**src/rtl/ternacc_pkg.sv**
```systemverilog
package ternacc_pkg;

  typedef enum logic [1:0] {
    WC_ZERO = 2'b00,
    WC_POS  = 2'b01,
    WC_RSV  = 2'b10,
    WC_NEG  = 2'b11
  } wcode_e;

  typedef struct packed {
    logic en;
    logic neg;
  } lane_ctl_t;

  // Maps a 2-bit weight code to lane enable and negate controls.
  function automatic lane_ctl_t decode_wcode(input logic [1:0] code);
    lane_ctl_t r;
    r.en  = 1'b0;
    r.neg = 1'b0;
    case (wcode_e'(code))
      WC_POS: r.en = 1'b1;
      WC_NEG: begin
        r.en  = 1'b1;
        r.neg = 1'b1;
      end
      default: r.en = 1'b0;
    endcase
    return r;
  endfunction

  // Accumulator width that holds len signed act_w-bit terms without overflow.
  function automatic int acc_width(input int act_w, input int len);
    return act_w + $clog2(len) + 1;
  endfunction

endpackage

```
**src/rtl/tern_lane_decode.sv**
```systemverilog
module tern_lane_decode
  import ternacc_pkg::*;
(
  input  logic [1:0] code,
  output logic       en,
  output logic       neg
);
  lane_ctl_t ctl;

  always_comb begin
    ctl = decode_wcode(code);
    en  = ctl.en;
    neg = ctl.neg;
  end
endmodule

```
**src/rtl/tern_sign_mux.sv**
```systemverilog
module tern_sign_mux #(
  parameter int ACT_W = 8,
  parameter int OUT_W = 15
) (
  input  logic [ACT_W-1:0] act,
  input  logic             en,
  input  logic             neg,
  output logic [OUT_W-1:0] val
);
  logic [ACT_W-1:0] gated;
  logic [OUT_W-1:0] ext;

  // AND gating keeps a disabled lane at zero so the tree sees no toggle.
  assign gated = act & {ACT_W{en}};
  assign ext   = {{(OUT_W-ACT_W){gated[ACT_W-1]}}, gated};
  assign val   = neg ? (~ext + 1'b1) : ext;
endmodule

```
**src/rtl/tern_adder_tree.sv**
```systemverilog
module tern_adder_tree #(
  parameter int LANES = 8,
  parameter int W     = 15,
  localparam int LEVELS = $clog2(LANES)
) (
  input  logic             clk,
  input  logic             rst_n,
  input  logic             flush,
  input  logic             in_vld,
  input  logic             in_last,
  input  logic [LANES*W-1:0] in_ops,
  output logic [W-1:0]     root,
  output logic             root_vld,
  output logic             root_last
);

  for (genvar l = 0; l < LEVELS; l++) begin : g_lvl
    localparam int N = LANES >> (l + 1);
    logic vld_q;
    logic last_q;
    logic adv;

    if (l == 0) begin : g_first
      assign adv = in_vld;
      always_ff @(posedge clk or negedge rst_n) begin
        if (!rst_n) begin
          vld_q  <= 1'b0;
          last_q <= 1'b0;
        end else begin
          vld_q  <= in_vld;
          last_q <= in_vld & in_last;
        end
      end
    end else begin : g_next
      assign adv = g_lvl[l-1].vld_q;
      always_ff @(posedge clk or negedge rst_n) begin
        if (!rst_n) begin
          vld_q  <= 1'b0;
          last_q <= 1'b0;
        end else begin
          vld_q  <= g_lvl[l-1].vld_q & ~flush;
          last_q <= g_lvl[l-1].last_q & ~flush;
        end
      end
    end

    for (genvar i = 0; i < N; i++) begin : g_node
      logic [W-1:0] a;
      logic [W-1:0] b;
      logic [W-1:0] s;

      if (l == 0) begin : g_leaf
        assign a = in_ops[(2*i)*W +: W];
        assign b = in_ops[(2*i+1)*W +: W];
      end else begin : g_inner
        assign a = g_lvl[l-1].g_node[2*i].s;
        assign b = g_lvl[l-1].g_node[2*i+1].s;
      end

      // Registers only load when valid data arrives, limiting toggling.
      always_ff @(posedge clk or negedge rst_n) begin
        if (!rst_n) s <= '0;
        else if (adv) s <= a + b;
      end
    end
  end

  assign root      = g_lvl[LEVELS-1].g_node[0].s;
  assign root_vld  = g_lvl[LEVELS-1].vld_q;
  assign root_last = g_lvl[LEVELS-1].last_q;

endmodule

```
**src/rtl/ternary_accum.sv**
```systemverilog
module ternary_accum
  import ternacc_pkg::*;
#(
  parameter int ACT_W  = 8,
  parameter int LANES  = 8,
  parameter int IN_LEN = 64,
  localparam int ACC_W  = acc_width(ACT_W, IN_LEN),
  localparam int LEVELS = $clog2(LANES)
) (
  input  logic                   clk,
  input  logic                   rst_n,
  input  logic                   start,
  input  logic                   in_valid,
  output logic                   in_ready,
  input  logic                   in_last,
  input  logic [LANES*ACT_W-1:0] in_act,
  input  logic [LANES*2-1:0]     in_wgt,
  output logic                   out_valid,
  input  logic                   out_ready,
  output logic [ACC_W-1:0]       out_sum
);

  function automatic logic [ACC_W-1:0] acc_add(input logic [ACC_W-1:0] a,
                                               input logic [ACC_W-1:0] b);
    return a + b;
  endfunction

  // Event wires, also observed by the checker.
  logic                   accept;
  logic                   start_eff;
  logic                   final_arrive;
  logic [LANES-1:0]       lane_en;
  logic [LANES-1:0]       lane_neg;
  logic [LANES-1:0]       lane_nz;
  logic [LANES*ACC_W-1:0] lane_ops;

  logic [ACC_W-1:0] root;
  logic             root_vld;
  logic             root_last;

  logic [ACC_W-1:0] acc_q;
  logic [ACC_W-1:0] out_q;
  logic             out_vld_q;
  logic             last_pend_q;

  assign in_ready  = ~out_vld_q & ~last_pend_q;
  assign accept    = in_valid & in_ready;
  assign start_eff = start & in_ready;

  for (genvar i = 0; i < LANES; i++) begin : g_lane
    tern_lane_decode u_dec (
      .code (in_wgt[2*i +: 2]),
      .en   (lane_en[i]),
      .neg  (lane_neg[i])
    );

    tern_sign_mux #(.ACT_W(ACT_W), .OUT_W(ACC_W)) u_mux (
      .act (in_act[i*ACT_W +: ACT_W]),
      .en  (lane_en[i] & accept),
      .neg (lane_neg[i]),
      .val (lane_ops[i*ACC_W +: ACC_W])
    );

    assign lane_nz[i] = |lane_ops[i*ACC_W +: ACC_W];
  end

  tern_adder_tree #(.LANES(LANES), .W(ACC_W)) u_tree (
    .clk       (clk),
    .rst_n     (rst_n),
    .flush     (start_eff),
    .in_vld    (accept),
    .in_last   (in_last),
    .in_ops    (lane_ops),
    .root      (root),
    .root_vld  (root_vld),
    .root_last (root_last)
  );

  assign final_arrive = root_vld & root_last;

  always_ff @(posedge clk or negedge rst_n) begin
    if (!rst_n) begin
      acc_q       <= '0;
      out_q       <= '0;
      out_vld_q   <= 1'b0;
      last_pend_q <= 1'b0;
    end else begin
      if (start_eff) acc_q <= '0;
      else if (final_arrive) acc_q <= '0;
      else if (root_vld) acc_q <= acc_add(acc_q, root);

      if (final_arrive) begin
        out_q     <= acc_add(acc_q, root);
        out_vld_q <= 1'b1;
      end else if (out_vld_q && out_ready) begin
        out_vld_q <= 1'b0;
      end

      if (accept && in_last) last_pend_q <= 1'b1;
      else if (final_arrive) last_pend_q <= 1'b0;
    end
  end

  assign out_valid = out_vld_q;
  assign out_sum   = out_q;

endmodule

```
**config.mk**
```make
export PLATFORM = sky130hd
export DESIGN_NAME = ternary_accum
export DESIGN_NICKNAME = d
export VERILOG_FILES = /design/src/rtl/ternacc_pkg.sv /design/src/rtl/tern_lane_decode.sv /design/src/rtl/tern_sign_mux.sv /design/src/rtl/tern_adder_tree.sv /design/src/rtl/ternary_accum.sv
export SDC_FILE = /design/constraint.sdc
export NUM_CORES = 1
export LEC_CHECK = 0
export CELL_PAD_IN_SITES_DETAIL_PLACEMENT = 1
export CELL_PAD_IN_SITES_GLOBAL_PLACEMENT = 1
export CORE_ASPECT_RATIO = 0.8
export CORE_MARGIN = 8
export CORE_UTILIZATION = 41
export DETAILED_ROUTE_END_ITERATION = 6
export PLACE_DENSITY = 0.77
export REMOVE_ABC_BUFFERS = 1
export SLEW_MARGIN = 0
export SYNTH_ARGS = -nofsm -noshare
export SYNTH_HDL_FRONTEND = slang
export SYNTH_SLANG_ARGS = --single-unit
export TNS_END_PERCENT = 30
```
**constraint.sdc**
```tcl
create_clock -name clk -period 4.2 [get_ports clk]
set_input_delay 0.42 -clock clk [delete_from_list [all_inputs] [get_ports clk]]
set_output_delay 0.42 -clock clk [all_outputs]
set_load 0.05 [all_outputs]
```
==> impl_metrics.ini <==
[run_status]
status = complete, no violations

[setup_path]
startpoint_type = input port
arrival_ps = 4330
ff2ff_path_depth = 16
cp_slowest_cell = clkdlybuf4s50_1
required_ps = 4520
crit_start = in_valid
critical_path_class = input port to flop
worst_setup_path_end_kind = flop
path_cells = clkdlybuf4s50_1 -> or3b_4 -> clkinv_2 -> buf_4 -> and2_1 -> nand2_1 -> ha_1 -> a21oi_1 -> nor2b_1 -> ha_1 -> a211oi_2 -> or3_1 -> a31oi_1 -> or4_1 -> a31oi_1 -> xor2_1 -> o21ai_1
reg2reg_to = u_tree.g_lvl[0].g_node[3].s[13]$_DFFE_PN0N_
r2r-start = last_pend_q$_DFFE_PN0P_
crit_path_max_fanout = 5
r2r_setup_slack_ps = 250
critPathMaxStageDelay_ps = 490

[sta]
slew_headroom_pct = 27.0
worstMarginPinSlew_ps = 1090
hold_viol_final = 0
max_freq_mhz = 249
worst_clock_skew_ps = 10.1
finalMaxSlewViolations = 0
finalSetupViolCount = 0
min_period_ps = 4010
period_share_pct = 95.6

[floorplanning]
die_area_sq_um = 35900
ios = 103
rows = 56
chipHeight_um = 171
core_area_sq_um = 29400
start_util_pct = 41.8
fp.dieW_um = 210

[yosys]
yosysWarnings = 0
synth_edf_count = 0
synthCells = 1474
synth_area_sq_um = 12300
syn_area_per_cell_sq_um = 8.35
ys_types = 75
synth_ff_type = dfrtp_1
postSynth.asyncResetShare_pct = 100
seq_area_frac_synth_pct = 29.1
synth-seq-cells = 143

[placed_design]
io_buffers = 102
dpl.hpwl_mm = 29.7
globalplace.congestion = 0.864
dp.cells = 2013
postPlaceCellArea_sq_um = 14400

[cts]
cts_htree_levels = 4
clk_pin_slew_ps = 70
post_cts_buffers = 0
cts.path.max_buffers = 2
cts_sinks = 143
cts_tree = built
cts-root-buf = clkbuf_16
holdBufCountCts = 0
clk_latency_ps = 430
numCtsBuffers = 17

[routing]
drt_iter0_drc = 550
drcViolationCount = 0
drtAntennaViolNets = 0
first_pass_iters = 5
via_count = 11745
vias_per_cell = 5.74
wl_mm = 37.9
wl_per_cell_um = 18.5

[global_routing]
grt_pass1_wl_mm = 62.4
antenna_found_initial = 0
track_usage_pct = 20.9
use_met2_pct = 35.1
met1_usage_pct = 28.1
grt_pass1_vias = 12266
overflow = 0
grtUsageMet3_pct = 3.18
grt_busiest_layer = met2
grt_max_degree = 83

[layout]
layout_commonest_cell = nand2_1
stdcell_count = 2045
drive_gt1_share_pct = 12.2
layout_common_cells = 171 x nand2_1, 143 x dfrtp_1, 125 x nor2_1
nFillCells = 3522
antenna_cells = 0
fin_area_sq_um = 15200
area_delta_synth_final_pct = 23.2
fin_nets = 1869

[pwr]
ir_drop_uv = 320
power_density_nw_per_um2 = 517
total_power_w = 0.00783
leakage_nw = 7.00

[hold_path]
min_path_type = input port to asynchronous set/reset pin

[flow_run]
maxCapViolCount = 0
[Yosys cell counts (5+ instances only)]
cell type	n	area [sq um]
nand2_1	171	642
dfrtp_1	143	3580
nor2_1	126	473
ha_1	120	1500
a21oi_1	116	581
o21ai_0	79	395
o21ai_1	72	360
xnor2_1	66	578
xor2_1	42	368
inv_1	39	146
mux2_2	38	428
nor3_1	36	180
a21o_1	30	225
clkbuf_1	30	113
a211oi_1	28	210
nand2b_1	22	138
nand3_1	19	95.1
or3_1	19	119
o21a_1	17	128
o31ai_1	17	128
a31oi_1	16	100
nor2b_1	16	100
o21bai_1	16	120
nor4_1	15	93.8
a22o_1	13	114
and2_1	12	75.1
and3_1	12	75.1
o22ai_1	9	56.3
buf_1	8	30.0
fa_1	8	160
nand3b_1	6	45.0
nand4_1	6	37.5
o211ai_1	6	45.0
o41ai_1	6	52.6
or2_2	6	37.5
a21boi_1	5	37.5
buf_2	5	25.0
mux2i_1	5	50.1
nor3b_1	5	37.5
[worst max-delay path by stage]
| stage | end | cells after the start | slack [ps] |
|---|---|---|---|
| 2_1_floorplan | u_tree.g_lvl[0].g_node[3].s[13]$_DFFE_PN0N_ | 15 | -2110 |
| 3_3_place_gp | u_tree.g_lvl[0].g_node[1].s[9]$_DFFE_PN0N_ | 17 | -270 |
| 3_5_place_dp | u_tree.g_lvl[0].g_node[1].s[9]$_DFFE_PN0N_ | 20 | -430 |
| 4_1_cts | u_tree.g_lvl[0].g_node[3].s[13]$_DFFE_PN0N_ | 17 | 40 |
| 5_1_grt | u_tree.g_lvl[0].g_node[1].s[12]$_DFFE_PN0N_ | 20 | -30 |
| 6_report | u_tree.g_lvl[0].g_node[3].s[13]$_DFFE_PN0N_ | 17 | 190 |
[state kept, by name, indices dropped and copies added (netlist names)]
signal	cells
u_tree.g_lvl.last_q	2
out_sum	15
u_tree.root	15
u_tree.root_last	1
u_tree.g_lvl.g_node.s	90
last_pend_q	1
out_valid	1
acc_q	15
u_tree.root_vld	1
u_tree.g_lvl.vld_q	2
[per-stage QoR]
stage | setup slack [ps] | hold WS (ps) | utilization [%] | TNS (ps)
floorplan | -2110 | 124 | - | -91980
global placement | -267 | 458 | 49.0 | -1970
detailed placement | -431 | 462 | 49.0 | -4760
CTS | 37.6 | 54.0 | 51.4 | 0
global route | -27.9 | 80.2 | 51.5 | -27.9
finish | 185 | 28.9 | 51.5 | 0
[repair_timing]
action	in CTS	in global routing
endpoints found under the setup margin	1	14
pin swaps	0	1
resized for setup	1	6
[per-layer routing]
| layer | up-vias | wire [um] |
|---|---|---|
| met4 | 0 | 501 |
| met2 | 176 | 17700 |
| met3 | 38 | 1220 |
| met1 | 5782 | 18500 |
| met5 | - | 0 |
| li1 | 5749 | - |
[final cells by class]
cell class,instances,area (sq um),area share [%]
inverters,40,151,0.999
clock inverters,11,224,1.48
clock buffers,21,480,3.17
well taps,377,472,3.11
repair buffers,207,1840,12.1
multi-input cells,1246,8410,55.5
flip-flops and latches,143,3580,23.6
[power by group]
part	total [W]	switching [W]	internal [W]
logic	0.00370	0.00212	0.00158
registers	0.00232	0.000423	0.00190
clock network	0.00181	0.000621	0.00119
[worst max-delay path, delay by kind of cell]
family | cells | cell delay [ps]
and+or+nand+nor | 6 | 1490
buffers and inverters | 3 | 840
xor gates and xnor gates | 1 | 190
adders and majority gates | 2 | 600
AOI/OAI and AO/OA | 5 | 770
[cell families after synthesis]
kind of cell             Yosys count  synth area share (%)
AO/OA/AOI/OAI                    479                  24.6
XOR/XNOR                         108                  7.69
adder cells (fa/ha/maj)          128                  13.5
buffers and inverters             85                  2.73
flip-flops                       143                  29.1
multiplexers                      43                  3.88
AND/OR/NAND/NOR                  488                  18.6
(Power assumes the default switching activity.)
